<file path="src/rtl/irqc_pkg.sv">
// Package: shared sizes and source/group/address mapping for the controller.
// Assumes eleven sources in seven fixed groups; the map is computed, not tabled.
package irqc_pkg;
    localparam int DATA_W   = 4;
    localparam int ADDR_W   = 3;
    localparam int NUM_SRC  = 11;
    localparam int NUM_GRP  = 7;
    localparam int VEC_W    = 4;
    localparam int MASK_OFS = 4;

    // Register row (flag address) holding source i.
    function automatic int src_row(input int i);
        if (i < 4)       return 0;
        else if (i < 6)  return 1;
        else if (i == 6) return 3;
        else             return 2;
    endfunction

    // Bit position of source i within its row.
    function automatic int src_bit(input int i);
        if (i < 4)       return i;
        else if (i < 6)  return i - 4;
        else if (i == 6) return 0;
        else             return i - 7;
    endfunction

    // Vector group (1 lowest .. 7 highest priority) of source i.
    function automatic int src_grp(input int i);
        if (i < 4)      return 1;
        else if (i < 6) return 2;
        else            return i - 3;
    endfunction

    // Membership vector of group g.
    function automatic logic [NUM_SRC-1:0] grp_members(input int g);
        logic [NUM_SRC-1:0] m;
        m = '0;
        for (int i = 0; i < NUM_SRC; i++) begin
            if (src_grp(i) == g) m[i] = 1'b1;
        end
        return m;
    endfunction
endpackage

</file>
<file path="src/rtl/irqc_flag_bank.sv">
// Flag and mask storage with the register read/write port.
// Assumes one-cycle event strobes; a flag read clears it unless an event
// arrives in the same cycle. Read data is combinational on the access cycle.
module irqc_flag_bank
    import irqc_pkg::*;
(
    input  logic               clk,
    input  logic               rst_n,
    input  logic [NUM_SRC-1:0] evt_i,
    input  logic               reg_sel_i,
    input  logic               reg_we_i,
    input  logic [ADDR_W-1:0]  reg_addr_i,
    input  logic [DATA_W-1:0]  reg_wdata_i,
    output logic [DATA_W-1:0]  rdata_o,
    output logic [NUM_SRC-1:0] pend_o
);
    logic [NUM_SRC-1:0] flag_q;
    logic [NUM_SRC-1:0] mask_q;
    logic [NUM_SRC-1:0] hit_f;
    logic [NUM_SRC-1:0] hit_m;
    logic [DATA_W-1:0]  rd_part [NUM_SRC];

    for (genvar i = 0; i < NUM_SRC; i++) begin : g_src
        localparam int BIT = src_bit(i);
        localparam logic [ADDR_W-1:0] FADR = ADDR_W'(src_row(i));
        localparam logic [ADDR_W-1:0] MADR = ADDR_W'(src_row(i) + MASK_OFS);

        assign hit_f[i] = reg_sel_i && (reg_addr_i == FADR);
        assign hit_m[i] = reg_sel_i && (reg_addr_i == MADR);

        // Flag: event sets (and wins over), read access clears.
        always_ff @(posedge clk) begin
            if (!rst_n)                        flag_q[i] <= 1'b0;
            else if (evt_i[i])                 flag_q[i] <= 1'b1;
            else if (hit_f[i] && !reg_we_i)    flag_q[i] <= 1'b0;
        end

        // Mask: written from its bit of the write data.
        always_ff @(posedge clk) begin
            if (!rst_n)                        mask_q[i] <= 1'b0;
            else if (hit_m[i] && reg_we_i)     mask_q[i] <= reg_wdata_i[BIT];
        end

        // Read contribution of this source at its flag or mask address.
        always_comb begin
            rd_part[i] = '0;
            if (hit_f[i])      rd_part[i][BIT] = flag_q[i];
            else if (hit_m[i]) rd_part[i][BIT] = mask_q[i];
        end

        a_r1_evt_sets: assert property (@(posedge clk) disable iff (!rst_n)
            evt_i[i] |=> flag_q[i]);
        a_r2_read_clears: assert property (@(posedge clk) disable iff (!rst_n)
            (hit_f[i] && !reg_we_i && !evt_i[i]) |=> !flag_q[i]);
        a_r11_write_keeps_flag: assert property (@(posedge clk) disable iff (!rst_n)
            (reg_sel_i && reg_we_i && !evt_i[i]) |=> (flag_q[i] == $past(flag_q[i])));
    end

    // Merge the per-source read contributions into one data word.
    always_comb begin
        rdata_o = '0;
        for (int i = 0; i < NUM_SRC; i++) rdata_o = rdata_o | rd_part[i];
    end

    assign pend_o = flag_q & mask_q;
endmodule

</file>
<file path="src/rtl/irqc_prio_enc.sv">
// Group OR and fixed-priority encoder: highest pending group gives the vector.
// Assumes group g maps to even offset 2*g; purely combinational.
module irqc_prio_enc
    import irqc_pkg::*;
(
    input  logic [NUM_SRC-1:0] pend_i,
    output logic               any_o,
    output logic [VEC_W-1:0]   vec_o
);
    logic [NUM_GRP:1] grp_pend;

    for (genvar g = 1; g <= NUM_GRP; g++) begin : g_grp
        localparam logic [NUM_SRC-1:0] MEMB = grp_members(g);
        assign grp_pend[g] = |(pend_i & MEMB);
    end

    // Walk groups lowest to highest so the highest pending one lands last.
    always_comb begin
        vec_o = '0;
        for (int g = 1; g <= NUM_GRP; g++) begin
            if (grp_pend[g]) vec_o = VEC_W'(2 * g);
        end
    end

    assign any_o = |grp_pend;

    // Top group always wins; vector is always even.
    always_comb begin
        if (grp_pend[NUM_GRP]) a_r6_top_prio: assert (vec_o == VEC_W'(2 * NUM_GRP));
        a_r6_even: assert (vec_o[0] == 1'b0);
    end
endmodule

</file>
<file path="src/rtl/irqc_gate.sv">
// Global enable, request gating and vector latch.
// Assumes ack is only meaningful while the request is up; ack > di > ei.
module irqc_gate
    import irqc_pkg::*;
(
    input  logic             clk,
    input  logic             rst_n,
    input  logic             ei_i,
    input  logic             di_i,
    input  logic             ack_i,
    input  logic             any_i,
    input  logic [VEC_W-1:0] nxt_vec_i,
    output logic             irq_o,
    output logic             gie_o,
    output logic [VEC_W-1:0] vec_o
);
    logic gie_q;
    logic take;

    assign irq_o = gie_q && any_i;
    assign take  = ack_i && irq_o;

    // Global enable: accepted ack and di clear it, ei sets it.
    always_ff @(posedge clk) begin
        if (!rst_n)     gie_q <= 1'b0;
        else if (take)  gie_q <= 1'b0;
        else if (di_i)  gie_q <= 1'b0;
        else if (ei_i)  gie_q <= 1'b1;
    end

    // Vector latch: loaded only when an interrupt is taken.
    always_ff @(posedge clk) begin
        if (!rst_n)    vec_o <= '0;
        else if (take) vec_o <= nxt_vec_i;
    end

    assign gie_o = gie_q;

    a_r5_take_clears_gie: assert property (@(posedge clk) disable iff (!rst_n)
        (ack_i && irq_o) |=> (!gie_o && !irq_o));
    a_r8_vec_hold: assert property (@(posedge clk) disable iff (!rst_n)
        !(ack_i && irq_o) |=> $stable(vec_o));
    a_r10_di_clears: assert property (@(posedge clk) disable iff (!rst_n)
        di_i |=> !gie_o);
endmodule

</file>
<file path="src/rtl/irqc_top.sv">
// Top: prioritized maskable interrupt controller for a small 4-bit core.
// Assumes event strobes are synchronous one-cycle pulses from peripherals.
module irqc_top
    import irqc_pkg::*;
(
    input  logic               clk,
    input  logic               rst_n,
    input  logic [NUM_SRC-1:0] evt_i,
    input  logic               reg_sel_i,
    input  logic               reg_we_i,
    input  logic [ADDR_W-1:0]  reg_addr_i,
    input  logic [DATA_W-1:0]  reg_wdata_i,
    output logic [DATA_W-1:0]  rdata_o,
    input  logic               ei_i,
    input  logic               di_i,
    input  logic               ack_i,
    output logic               irq_o,
    output logic               gie_o,
    output logic [VEC_W-1:0]   vec_o
);
    logic [NUM_SRC-1:0] pend;
    logic               any_pend;
    logic [VEC_W-1:0]   nxt_vec;

    irqc_flag_bank u_bank (
        .clk        (clk),
        .rst_n      (rst_n),
        .evt_i      (evt_i),
        .reg_sel_i  (reg_sel_i),
        .reg_we_i   (reg_we_i),
        .reg_addr_i (reg_addr_i),
        .reg_wdata_i(reg_wdata_i),
        .rdata_o    (rdata_o),
        .pend_o     (pend)
    );

    irqc_prio_enc u_prio (
        .pend_i (pend),
        .any_o  (any_pend),
        .vec_o  (nxt_vec)
    );

    irqc_gate u_gate (
        .clk      (clk),
        .rst_n    (rst_n),
        .ei_i     (ei_i),
        .di_i     (di_i),
        .ack_i    (ack_i),
        .any_i    (any_pend),
        .nxt_vec_i(nxt_vec),
        .irq_o    (irq_o),
        .gie_o    (gie_o),
        .vec_o    (vec_o)
    );

    a_r4_irq_needs_gie: assert property (@(posedge clk) disable iff (!rst_n)
        irq_o |-> gie_o);
endmodule

</file>
<file path="config.mk">
export PLATFORM = sky130hd
export DESIGN_NAME = irqc_top
export DESIGN_NICKNAME = d
export VERILOG_FILES = /design/src/rtl/irqc_pkg.sv /design/src/rtl/irqc_flag_bank.sv /design/src/rtl/irqc_prio_enc.sv /design/src/rtl/irqc_gate.sv /design/src/rtl/irqc_top.sv
export SDC_FILE = /design/constraint.sdc
export NUM_CORES = 1
export LEC_CHECK = 0
export ABC_AREA = 1
export BUFFER_PORTS_ARGS = -buffer_cell sky130_fd_sc_hd__buf_4
export CAP_MARGIN = 20
export CORE_UTILIZATION = 45
export DETAILED_ROUTE_END_ITERATION = 6
export GPL_TIMING_DRIVEN = 1
export PLACE_DENSITY = 0.79
export SLEW_MARGIN = 20
export SYNTH_ARGS = -nofsm -noshare
export SYNTH_HDL_FRONTEND = slang
export SYNTH_SLANG_ARGS = --single-unit
</file>
<file path="constraint.sdc">
create_clock -name clk -period 2.53 [get_ports clk]
set_input_delay 0.6325 -clock clk [delete_from_list [all_inputs] [get_ports clk]]
set_output_delay 0.6325 -clock clk [all_outputs]
set_load 0.05 [all_outputs]
</file>
==> impl_metrics.env <==
export IMPL_fin_crit_sh=0.894
export IMPL_drv_slew=0
export IMPL_syn_area_um2=1290
export IMPL_fmax_mhz=442
export IMPL_antenna_left=0
export IMPL_yosys_top_cells_area="dfxtp_1 40%, nand2_1 15%, a21oi_1 10%, inv_1 5.8%, nor2_1 4.9%"
export IMPL_io_buffers=33
export IMPL_leakage_nw=0.762
export IMPL_required_ps=1900
export IMPL_initial_core_util=0.472
export IMPL_routed_via_density=4.96
export IMPL_final_cell_mix="51 x nand2_1, 33 x buf_4, 27 x a21oi_1, 26 x dfxtp_1, 20 x inv_1"
export IMPL_use_met1=0.272
export IMPL_cts_setup_buffers=0
export IMPL_setup_viol=0
export IMPL_arrival_ps=1630
export IMPL_cts_resized_gates=0
export IMPL_cts_buffers_inserted=3
export IMPL_grt_overflow_total=0
export IMPL_drive_above_1_share=0.249
export IMPL_grt_max_degree=18
export IMPL_crit_type="input port to primary output"
export IMPL_use_met2=0.327
export IMPL_die_w_um=55.6
export IMPL_cts_sinks=26
export IMPL_grt_total_usage=0.198
export IMPL_clkTransAtPathRegs_ps=140
export IMPL_fp_dieArea_um2=3090
export IMPL_crit_path_end_kind="primary output"
export IMPL_cp_max_fo=5
export IMPL_grt_pass1_wl_um=4820
export IMPL_grt_pass1_vias=1118
export IMPL_yosysTopAreaCellShare=0.403
export IMPL_core_um2=2730
export IMPL_cts_buffer_depth=2
export IMPL_top_usage_layer="met2"
export IMPL_hold_viol=0
export IMPL_antenna_cells=0
export IMPL_start_kind="input port"
export IMPL_via_count=1270
export IMPL_fin_cells=256
export IMPL_use_met3=0.0234
export IMPL_p_per_area_nw_per_um2=483
export IMPL_min_path_type="register to register"
export IMPL_ctsHoldBuffers=0
export IMPL_yosys_area_top_type="dfxtp_1"
export IMPL_drt_iter0_drc=18
export IMPL_ctsRootBufferMaster="clkbuf_4"
export IMPL_drc_errors=0
export IMPL_antenna_found_initial=0
export IMPL_h_tree_depth=1
export IMPL_ys_warn_count=0
export IMPL_synth_seq_cells=26
export IMPL_area_delta_synth_final_pct=23.3
export IMPL_grt_setup_unrepaired="no"
export IMPL_placedCellCount=252
export IMPL_insertion_delay_ps=320
export IMPL_syn_nets=217
export IMPL_finClkSkew_ps=4.34
export IMPL_relSlewSlack=0.650
export IMPL_synthCells=192
export IMPL_synth_avg_cell_area_um2=6.73
export IMPL_die_height_um=55.6
export IMPL_row_count=19
export IMPL_place_congestion=0.918
export IMPL_tightest_slew_ps=522
export IMPL_cts_tree="built"
export IMPL_wirelength_um=2760
export IMPL_final_common_cell="nand2_1"
export IMPL_synth_distinct_cells=23
export IMPL_drv_cap=0
export IMPL_wire_per_inst_um=10.8
export IMPL_ys_seq_area_frac=0.403
export IMPL_status="finished clean"
export IMPL_fin_nets=251
export IMPL_period_needed_ps=2260
export IMPL_first_pass_iters=4
export IMPL_finalPower_w=0.000768
export IMPL_io_pins=35
export IMPL_dp_hpwl_um=2220
export IMPL_irDropWorstVdd_uv=372
## report_power, final
part	leakage, nW	switching [W]	internal, W
Sequential	0.214	0.0000147	0.000427
Clock	0.0210	0.000125	0.0000881
Combinational	0.527	0.0000663	0.0000477
Total	0.762	0.000206	0.000563
## stage by stage
stage | hold slack [ps] | area (µm²) | worst slack, ps | setup TNS, ps | utilization
after CTS | 477 | 1590 | 266 | 0 | 0.582
after detailed placement | 458 | 1560 | 274 | 0 | 0.569
after floorplan | 438 | 1290 | -64.4 | -129 | -
after global routing | 498 | 1590 | 173 | 0 | 0.582
after global placement | 453 | 1560 | 290 | 0 | 0.569
final | 474 | 1590 | 269 | 0 | 0.582
## cell usage after synthesis (all sizes together)
library cell	number
dfxtp	26
conb	1
o211ai	1
o21ai	15
inv	25
clkinv	1
a21oi	28
o21bai	1
buf	4
nand3	10
nand2	56
nor2	22
nand4	2
## logic make-up (layout without fill, tap and decap cells)
| logic type | count (synthesis) | count (layout) | share of synthesized area |
|---|---|---|---|
| buffers and inverters | 30 | 63 | 0.0930 |
| AND/OR/NAND/NOR | 90 | 90 | 0.320 |
| flip-flops | 26 | 26 | 0.403 |
| other | 1 | 1 | 0.00290 |
| AO/OA/AOI/OAI | 45 | 45 | 0.181 |
## layer usage
metal	vias to the layer above	routed length [µm]
li1	679	-
met3	4	131
met1	555	1400
met5	-	0
met2	32	1200
met4	0	25
## flip-flops by register name, indices dropped and copies added, names as in the netlist
signal / count
u_gate.gie_o: 1
u_gate.vec_o: 3
u_bank.flag_q: 11
u_bank.mask_q: 11
## final cells by class
class | instances | area (µm²)
well taps | 31 | 38.8
clock buffers | 4 | 36.3
multi-input cells | 136 | 651
fillers | 282 | 1140
flip-flops and latches | 26 | 520
repair buffers | 33 | 248
inverters | 26 | 97.6
## critical path, cell delays in order
cell and delay (ps):
buf_4 110, nor2_2 200, nand2_1 90, inv_2 90
nand2_1 50, o21ai_0 70, a21oi_1 60, o21ai_0 80
buf_4 230
## path summary, 6_finish.rpt
check | startpoint | endpoint | slack (ps) | depth (start not counted)
setup reg to reg | u_bank.flag_q[10] | u_gate.vec_o[2] | 1390 | 7
hold reg to reg | u_bank.mask_q[3] | u_bank.mask_q[3] | 470 | 2
setup / recovery | reg_addr_i[2] | rdata_o[2] | 270 | 9
hold / removal | u_bank.mask_q[3] | u_bank.mask_q[3] | 470 | 2
(Power assumes the default switching activity.)
